$ cat config.mk
export PLATFORM = sky130hd
export DESIGN_NAME = chg_status_decoder
export DESIGN_NICKNAME = d
export VERILOG_FILES = /design/src/rtl/chg_status_pkg.sv /design/src/rtl/chg_status_dp.sv /design/src/rtl/chg_status_ctrl.sv /design/src/rtl/chg_status_decoder.sv
export SDC_FILE = /design/constraint.sdc
export NUM_CORES = 1
export LEC_CHECK = 0
export BUFFER_PORTS_ARGS = -buffer_cell sky130_fd_sc_hd__buf_2
export CAP_MARGIN = 10
export CORE_UTILIZATION = 40
export DETAILED_ROUTE_END_ITERATION = 7
export PLACE_DENSITY_LB_ADDON = 0.08
export REMOVE_ABC_BUFFERS = 1
export SLEW_MARGIN = 20
export SYNTH_ARGS = -nofsm -noshare
export SYNTH_HDL_FRONTEND = slang
export SYNTH_HIERARCHICAL = 1
export SYNTH_SLANG_ARGS = --single-unit
$ cat constraint.sdc
create_clock -name clk -period 8.2 [get_ports clk]
set_input_delay 0.82 -clock clk [delete_from_list [all_inputs] [get_ports clk]]
set_output_delay 0.82 -clock clk [all_outputs]
set_load 0.01 [all_outputs]
$ cat src/rtl/chg_status_pkg.sv
package chg_status_pkg;

  typedef enum logic [2:0] {
    CLS_UNKNOWN  = 3'd0,
    CLS_CHARGING = 3'd1,
    CLS_IDLE     = 3'd2,
    CLS_TEMP     = 3'd3,
    CLS_BADBAT   = 3'd4
  } statusCls_e;

  // Strobes and result handed from the datapath to the control
  typedef struct packed {
    logic       measDone;
    logic       steadyDone;
    logic       exact50;
    statusCls_e cls;
  } dpEvt_t;

  localparam int NUM_WINDOWS = 4;

  // Nominal duty of each window in 1/128 units
  function automatic int windowNom128(int idx);
    case (idx)
      0:       return 8;
      1:       return 120;
      2:       return 16;
      default: return 112;
    endcase
  endfunction

  function automatic statusCls_e windowCls(int idx);
    return (idx < 2) ? CLS_TEMP : CLS_BADBAT;
  endfunction

endpackage

$ cat src/rtl/chg_status_dp.sv
module chg_status_dp
  import chg_status_pkg::*;
#(
  parameter int CARRIER_CYC     = 1429,
  parameter int TIMEOUT_PERIODS = 4,
  parameter int TOL128          = 3
) (
  input  logic   clk,
  input  logic   rstN,
  input  logic   statusPin,
  output dpEvt_t evt
);

  localparam int TIMEOUT_CYC = CARRIER_CYC * TIMEOUT_PERIODS;
  localparam int CW          = $clog2(2 * TIMEOUT_CYC + 2);
  localparam int PW          = CW + 8;
  localparam logic [CW-1:0] CNT_MAX   = '1;
  localparam logic [CW-1:0] IDLE_LAST = CW'(TIMEOUT_CYC - 1);
  localparam logic [PW-1:0] TOL_W     = PW'(TOL128);

  logic pinMeta, pinSync, pinPrev;
  logic rise, anyEdge, steadyHit, haveEdge;
  logic [CW-1:0] periodCnt, highCnt, idleCnt;
  logic [PW-1:0] pWide, hScaled;
  logic [NUM_WINDOWS-1:0] hit;
  statusCls_e matchCls, steadyCls;

  // Two-flop synchroniser plus one history flop for edge detection
  always_ff @(posedge clk) begin
    if (!rstN) begin
      pinMeta <= 1'b0;
      pinSync <= 1'b0;
      pinPrev <= 1'b0;
    end else begin
      pinMeta <= statusPin;
      pinSync <= pinMeta;
      pinPrev <= pinSync;
    end
  end

  assign rise      = pinSync & ~pinPrev;
  assign anyEdge   = pinSync ^ pinPrev;
  assign steadyHit = !anyEdge && (idleCnt == IDLE_LAST);
  assign steadyCls = pinSync ? CLS_IDLE : CLS_CHARGING;

  // Period and high-time counters, restarted on every rising edge
  always_ff @(posedge clk) begin
    if (!rstN) begin
      periodCnt <= '0;
      highCnt   <= '0;
    end else if (rise) begin
      periodCnt <= CW'(1);
      highCnt   <= CW'(1);
    end else begin
      if (periodCnt != CNT_MAX) periodCnt <= periodCnt + CW'(1);
      if (pinSync && highCnt != CNT_MAX) highCnt <= highCnt + CW'(1);
    end
  end

  // Edge-free interval counter; a full window yields a steady evaluation
  always_ff @(posedge clk) begin
    if (!rstN) begin
      idleCnt  <= '0;
      haveEdge <= 1'b0;
    end else begin
      if (anyEdge || steadyHit) idleCnt <= '0;
      else                      idleCnt <= idleCnt + CW'(1);
      if (steadyHit)  haveEdge <= 1'b0;
      else if (rise)  haveEdge <= 1'b1;
    end
  end

  assign pWide   = PW'(periodCnt);
  assign hScaled = PW'(highCnt) << 7;

  // One tolerance comparator per nominal duty
  for (genvar g = 0; g < NUM_WINDOWS; g++) begin : gWin
    localparam logic [PW-1:0] NOM = PW'(windowNom128(g));
    logic [PW-1:0] target, span, diff;
    always_comb begin
      target = pWide * NOM;
      span   = pWide * TOL_W;
      diff   = (hScaled >= target) ? hScaled - target : target - hScaled;
    end
    assign hit[g] = (diff <= span);
  end

  always_comb begin
    matchCls = CLS_UNKNOWN;
    for (int i = NUM_WINDOWS - 1; i >= 0; i--) begin
      if (hit[i]) matchCls = windowCls(i);
    end
  end

  always_ff @(posedge clk) begin
    if (!rstN) begin
      evt <= '{measDone: 1'b0, steadyDone: 1'b0, exact50: 1'b0, cls: CLS_UNKNOWN};
    end else begin
      evt.measDone   <= rise && haveEdge;
      evt.steadyDone <= steadyHit;
      evt.exact50    <= ((PW'(highCnt) << 1) == pWide);
      evt.cls        <= steadyHit ? steadyCls : matchCls;
    end
  end


  meas_spacing_chk: assert property (@(posedge clk) disable iff (!rstN)
    evt.measDone |=> !evt.measDone);


  steady_spacing_chk: assert property (@(posedge clk) disable iff (!rstN)
    evt.steadyDone |=> !evt.steadyDone);


  steady_excl_chk: assert property (@(posedge clk) disable iff (!rstN)
    !(evt.steadyDone && evt.measDone));

endmodule

$ cat src/rtl/chg_status_ctrl.sv
module chg_status_ctrl
  import chg_status_pkg::*;
#(
  parameter int AGREE = 2
) (
  input  logic       clk,
  input  logic       rstN,
  input  dpEvt_t     evt,
  output statusCls_e clsOut,
  output logic       clsValid
);

  localparam int AW = $clog2(AGREE + 1);
  localparam logic [AW-1:0] AGREE_C = AW'(AGREE);

  logic evtUse, promote;
  statusCls_e cand, candNext;
  logic [AW-1:0] cnt, cntNext;

  always_comb begin
    evtUse   = evt.steadyDone || (evt.measDone && !evt.exact50);
    candNext = cand;
    cntNext  = cnt;
    if (evtUse) begin
      if (evt.cls == cand) begin
        cntNext = (cnt == AGREE_C) ? cnt : cnt + AW'(1);
      end else begin
        candNext = evt.cls;
        cntNext  = AW'(1);
      end
    end
    promote = evtUse && (cntNext == AGREE_C) && (candNext != clsOut);
  end

  always_ff @(posedge clk) begin
    if (!rstN) begin
      cand     <= CLS_UNKNOWN;
      cnt      <= '0;
      clsOut   <= CLS_UNKNOWN;
      clsValid <= 1'b0;
    end else begin
      cand     <= candNext;
      cnt      <= cntNext;
      clsValid <= promote && (candNext != CLS_UNKNOWN);
      if (promote) clsOut <= candNext;
    end
  end


  valid_known_chk: assert property (@(posedge clk) disable iff (!rstN)
    clsValid |-> clsOut != CLS_UNKNOWN);


  valid_on_change_chk: assert property (@(posedge clk) disable iff (!rstN)
    (clsOut != $past(clsOut) && clsOut != CLS_UNKNOWN) |-> clsValid);


  half_ignored_chk: assert property (@(posedge clk) disable iff (!rstN)
    (evt.measDone && evt.exact50) |=> (clsOut == $past(clsOut) && !clsValid));


  agree_bound_chk: assert property (@(posedge clk) disable iff (!rstN)
    cnt <= AGREE_C);


  change_needs_evt_chk: assert property (@(posedge clk) disable iff (!rstN)
    (clsOut != $past(clsOut)) |-> $past(evtUse));

endmodule

$ cat src/rtl/chg_status_decoder.sv
module chg_status_decoder
  import chg_status_pkg::*;
#(
  parameter int CARRIER_CYC     = 1429,
  parameter int TIMEOUT_PERIODS = 4,
  parameter int TOL128          = 3,
  parameter int AGREE           = 2
) (
  input  logic       clk,
  input  logic       rstN,
  input  logic       statusPin,
  output logic [2:0] clsOut,
  output logic       clsValid
);

  dpEvt_t     evt;
  statusCls_e clsEnum;

  chg_status_dp #(
    .CARRIER_CYC    (CARRIER_CYC),
    .TIMEOUT_PERIODS(TIMEOUT_PERIODS),
    .TOL128         (TOL128)
  ) i_dp (
    .clk      (clk),
    .rstN     (rstN),
    .statusPin(statusPin),
    .evt      (evt)
  );

  chg_status_ctrl #(
    .AGREE(AGREE)
  ) i_ctrl (
    .clk     (clk),
    .rstN    (rstN),
    .evt     (evt),
    .clsOut  (clsEnum),
    .clsValid(clsValid)
  );

  assign clsOut = clsEnum;

endmodule

## After elaboration in Yosys (flattened, before gate mapping)

Index checks and enable logic that the tools add are counted.

| operators by class | value |
|---|---|
| add/sub/neg operators | 12 |
| bitwise operators | 4 |
| equal/unequal tests | 8 |
| multiply operators | 3 |
| muxes and demuxes | 19 |
| reductions and logical operators | 17 |
| magnitude comparators | 8 |

Operator list:

| operator | number |
|---|---|
| <= comparator 22 bit | 4 |
| two-way mux 22 bit | 4 |
| subtractor 21 x 21 -> 22 bit | 4 |
| adder 14 x 1 -> 14 bit, second input constant | 3 |
| >= comparator 21 bit | 2 |
| != test 14 bit, second input constant | 2 |
| subtractor 17 x 21 -> 22 bit | 1 |
| subtractor 18 x 21 -> 22 bit | 1 |
| subtractor 21 x 17 -> 22 bit | 1 |
| subtractor 21 x 18 -> 22 bit | 1 |
| >= comparator 21 x 17 -> 1 bit | 1 |
| >= comparator 21 x 18 -> 1 bit | 1 |
| two-way mux 3 bit | 7 |
| multiplier 14 x 4 -> 18 bit, second input constant | 1 |
| multiplier 14 x 3 -> 17 bit, second input constant | 1 |
| multiplier 14 x 2 -> 16 bit, second input constant | 1 |
| == test 15 x 14 -> 1 bit | 1 |
| == test 14 x 13 -> 1 bit, second input constant | 1 |
| two-way mux 2 bit | 4 |
| logical AND 1 bit | 7 |
| OR reduction 2 bit | 3 |
| == test 2 bit, second input constant | 2 |
| two-way mux 1 bit | 4 |
| nonzero test 2 bit | 2 |
| other kinds (9) | 12 |

| word-level totals | value |
|---|---|
| input port bits | 3 |
| register bits after elaboration | 61 |
| output and inout bits | 4 |

## Depth between registers and ports, before layout

| logic depth | value |
|---|---|
| depth after elaboration | 9 |
| mapped depth | 37 |

## Cells and area by module

Netlist, hierarchy kept.

Modules (own cells, without submodules):

| module | times used | area each (sq um) | cells an instance |
|---|---|---|---|
| chg_status_dp | 1 | 10282.4 | 1305 |
| chg_status_ctrl | 1 | 434.2 | 44 |

## Worst setup path after synthesis

Ideal clock, no wire load.

| path | value |
|---|---|
| path type | flip-flop to flip-flop |
| start point | reg i_dp.periodCnt[2] |
| end point | reg i_dp/evt[2] (netlist name) |
| cell stages (with the launch flop) | 37 |
| buffers on the path | 3 |
| required time | 8.085 ns |
| path slack | 0.529 ns |
| arrival time | 7.556 ns |
| library setup time | 0.115 ns |
| path through | dfxtp_1 fa_1 fa_1 fa_1 a21o_1 a21oi_1 o21bai_1 a21oi_1 o21bai_1 a211oi_1 o21ai_0 a31o_2 a21oi_1 xnor2_1 ha_1 clkbuf_1 and3_1 and2_1 nand4_1 nor3_1 or3_1 a21oi_1 buf_2 clkbuf_1 nand2_1 o31a_1 xor2_1 ha_1 a21o_1 a21oi_1 o21ai_0 o31a_1 a2111oi_0 nand2_1 o22ai_1 a32oi_1 o21a_1 |

| between the ends | value |
|---|---|
| word-level cells in the longest chain between the ends | 9 |
| elaborated cells on any way between the ends | 28 |

Ends and longest elaborated chain:

| element | RTL line | RTL |
|---|---|---|
| start: declaration | chg_status_dp.sv:23 | `logic [CW-1:0] periodCnt, highCnt, idleCnt;` |
| start signal: assignment | chg_status_dp.sv:55 | `if (periodCnt != CNT_MAX) periodCnt <= periodCnt + CW'(1);` |
| multiplier 14 x 3 -> 17 bit | chg_status_dp.sv:81 | `target = pWide * NOM;` |
| subtractor 21 x 21 -> 22 bit or >= comparator 21 bit (tied branches) | chg_status_dp.sv:83 | `diff = (hScaled >= target) ? hScaled - target : target - hScaled;` |
| two-way mux 22 bit | chg_status_dp.sv:83 |  |
| <= comparator 22 bit | chg_status_dp.sv:85 | `assign hit[g] = (diff <= span);` |
| two-way mux 3 bit (3 in series) | chg_status_dp.sv:91 | `if (hit[i]) matchCls = windowCls(i);` |
| two-way mux 3 bit * | chg_status_dp.sv:91 |  |
| two-way mux 3 bit * | chg_status_dp.sv:102 | `evt.cls <= steadyHit ? steadyCls : matchCls;` |

Every way passes the cells marked *; elsewhere a longest branch is shown, timed or not.
A chain may end at the register's enable or synchronous reset.

## Worst setup path in the final report

| path | value |
|---|---|
| start point | reg i_dp.periodCnt[1] |
| end point | reg i_dp/evt[0] (netlist name) |

| between the ends | value |
|---|---|
| word-level cells in the longest chain between the ends | 7 |
| elaborated cells on any way between the ends | 21 |

Ends and longest elaborated chain:

| element | RTL line |
|---|---|
| multiplier 14 x 4 -> 18 bit, or another cell as far along | chg_status_dp.sv:81 |
| subtractor 21 x 21 -> 22 bit, or another cell as far along | chg_status_dp.sv:83 |
| two-way mux 22 bit or <= comparator 22 bit (tied branches) | chg_status_dp.sv:83, chg_status_dp.sv:85 |
| <= comparator 22 bit or two-way mux 3 bit (tied branches) | chg_status_dp.sv:85, chg_status_dp.sv:91 |
| two-way mux 3 bit | chg_status_dp.sv:91 |
| two-way mux 3 bit * | chg_status_dp.sv:91 |
| two-way mux 3 bit * | chg_status_dp.sv:102 |

Marked as above.

==> results.md <==
- Met2 Use GR: 0.4048
- Fin area: 11740 um^2
- Clock skew: 0.01100 ns
- Element type at the critical path end: register
- Initial Util: 0.4089
- DP Cell Count: 1694
- Post-synthesis cell count: 1349
- Pin count of the biggest net entering global routing: 27
- Distinct cells, synth: 76
- Total GRT Usage: 0.2649
- Cts bufs inserted: 9
- Crit share post-route: 0.9428
- Crit path max-delay cell type: fa_1
- First-pass GRT wire length: 55550 um
- Rel. slew slack: 0.3618
- Layout area overhead: 9.504%
- Final core occ: 0.4478
- Syn_area_per_cell: 7.944 um^2
- Vias in the first global route: 9286
- Synth Register Bits: 61
- Standard-cell rows: 59
- Synth area leader: ha_1
- Post-route DRC: 0
- Leakage: 5.446 nW
- Vias per cell: 5.717
- Ys async rst share: 0
- Most used routing layer: met2
- Unrepaired setup endpoints after global routing: no
- CP Data Arrival Time: 8.00 ns
- Routability cong.: 0.9125
- Clock power frac: 0.259
- Final setup fails: 0
- Worst Tran Pin Value: 0.9505 ns
- Register area: 1222 um^2
- Final wirelength: 35850 um
- Tmin final: 7.731 ns
- H-tree levels: 3
- Met3 usage: 0.04134
- Die ar.: 27450 um^2
- Part of the power in registers: 0.188
- Setup TNS: 0 ns
- CTS tree: built
- Area of the multi-input gates: 9015 um^2
- Peak supply drop: 92.75 uV
- Die width: 165.7 um
- DRT antenna net count: 0
- CTS clk-pin slew, worst paths: 0.06 ns
- Iteration-0 DRC Markers: 776
- Initial antenna violation count: 1
- Synth top area share: 0.2253
- DR pass1 iterations: 5
- Clk_lat worst skew: 0.35 ns
- PwrDens: 143.4 nW/um^2
- Synth area leaders: ha_1 (23%), dfxtp_1 (11%), xnor2_1 (8.2%)
- Clk sinks: 61
- IO Count: 7
- Clk buf depth: 2
- Layout filler cell count: 2669
- Total power: 0.001682 W
- Diode count: 0
- Slowest cell delay on critical path: 0.59 ns
- Core area: 26210 um^2
- Status: completed
- Worst EP required: 8.47 ns
- # port buffers: 6
- Internal cell power: 0.0009948 W
- Switching Power: 0.0006875 W
- Seq/Total Area, Yosys: 0.1140
- Startpoint Class: register
- Hold Crit Class: register to register
- Critical path fanouts, max: 19
- Layout cells sized above 1: 0.08000
- Critical path type: register to register
- WL/cell: 20.96 um
- Number of synthesis warnings: 6
- Comb power frac: 0.553
- Detail Placement HPWL: 29760 um
- Final net count: 1599
- Mapped Area: 10720 um^2
- Achievable frequency: 129.4 MHz
- Synth Flop Type: dfxtp_1
- CP bufs+invs: 2
- Die Ht: 165.7 um
- Slew Limit Fails: 0
- CTS root buf: clkbuf_16
- Placed inst area: 11340 um^2
- Post-synth EDFFs: 0
- Most frequent cells in the layout: ha_1 (192), nor2_1 (120), a21oi_1 (107), xnor2_1 (100), inv_1 (98)
- Final Non-Filler Cells: 1710
- Delay-heaviest family, CP: compound AO/OA/AOI/OAI gates
- Sw frac: 0.4087
- GR Layer Usage met1: 0.3746
- Via Count: 9776
- Commonest non-fill, non-tap cell in the layout: ha_1
- Maxcap violations: 0
- Hold Vio Cnt, Final: 0
- Gr ovfl total: 0
what timing repair did:
action | in CTS | in global routing
hold buffers | 0 | 0
buffers inserted | 0 | 1
gates resized for setup | 0 | 16
setup endpoints to repair | 0 | 3
per-stage QoR:
| step | setup WS (ns) | hold WS, ns |
|---|---|---|
| 4_1_cts | 0.1042 | 0.4365 |
| 5_1_grt | 0.006766 | 0.4620 |
| 3_5_place_dp | 0.1553 | 0.4232 |
| 2_1_floorplan | 0.03411 | 0.4118 |
| 3_3_place_gp | 0.2289 | 0.4144 |
| 6_report | 0.4690 | 0.4359 |
cell usage after synthesis, types with 16 or more instances:
cell,number
a21o_1,59
a21oi_1,111
clkbuf_1,29
dfxtp_1,61
fa_1,32
ha_1,193
inv_1,98
mux2i_1,17
nand2_1,79
nand3_1,27
nand4_1,26
nor2_1,120
nor2b_1,24
nor3_1,35
o21ai_0,57
o21bai_1,16
xnor2_1,100
xor2_1,56
cells by family after synthesis:
| kind of cell | share of synthesized area |
|---|---|
| and+or+nand+nor | 0.1748 |
| AOI/OAI and AO/OA | 0.2228 |
| adders and majority gates | 0.2851 |
| xor gates and xnor gates | 0.1275 |
| buffers and inverters | 0.05125 |
| DFF | 0.1140 |
| muxes | 0.02463 |
path summary, 6_finish.rpt:
check	start	end	slack, ns	cells after the start
max	i_dp/periodCnt[1]	i_dp/evt[0]	0.47	35
min	i_dp/pinMeta	i_dp/pinSync	0.44	1
max reg2reg	i_dp/periodCnt[1]	i_dp/evt[0]	0.47	35
min reg2reg	i_dp/pinMeta	i_dp/pinSync	0.44	1
final cells by class:
class | count | share of cell area
Multi-Input combinational cell | 1149 | 0.7682
Sequential cell | 61 | 0.1042
Tap cell | 335 | 0.03572
Timing Repair Buffer | 52 | 0.03305
Inverter | 98 | 0.03135
Clock buffer | 10 | 0.02036
Clock inverter | 5 | 0.007144
sequential cells by signal, indices dropped and copies added (netlist names):
signal / count
i_dp/periodCnt: 14
i_dp/haveEdge: 1
i_dp/highCnt: 14
i_dp/pinSync: 1
i_ctrl/clsValid: 1
i_dp/idleCnt: 14
i_ctrl/cand: 3
i_dp/pinPrev: 1
i_ctrl/cnt: 2
i_dp/pinMeta: 1
i_ctrl/clsOut: 3
i_dp/evt: 6
power groups by stage:
| stage | Clock, W | Sequential, W | Combinational, W |
|---|---|---|---|
| 4_1_cts | 0.000447 | 0.000316 | 0.000905 |
| 2_1_floorplan | 0 | 0.000321 | 0.000652 |
| 6_report | 0.000436 | 0.000316 | 0.000931 |
| 3_3_place_gp | 0 | 0.000323 | 0.000895 |
| 3_5_place_dp | 0 | 0.000323 | 0.000900 |
| 5_1_grt | 0.000459 | 0.000317 | 0.00103 |
layer usage:
layer / up-vias / share of wire
met1: 4609 / 0.49
met2: 269 / 0.42
met3: 54 / 0.051
li1: 4844 / -
met4: 0 / 0.037
met5: - / 0
(Power assumes the default switching activity.)
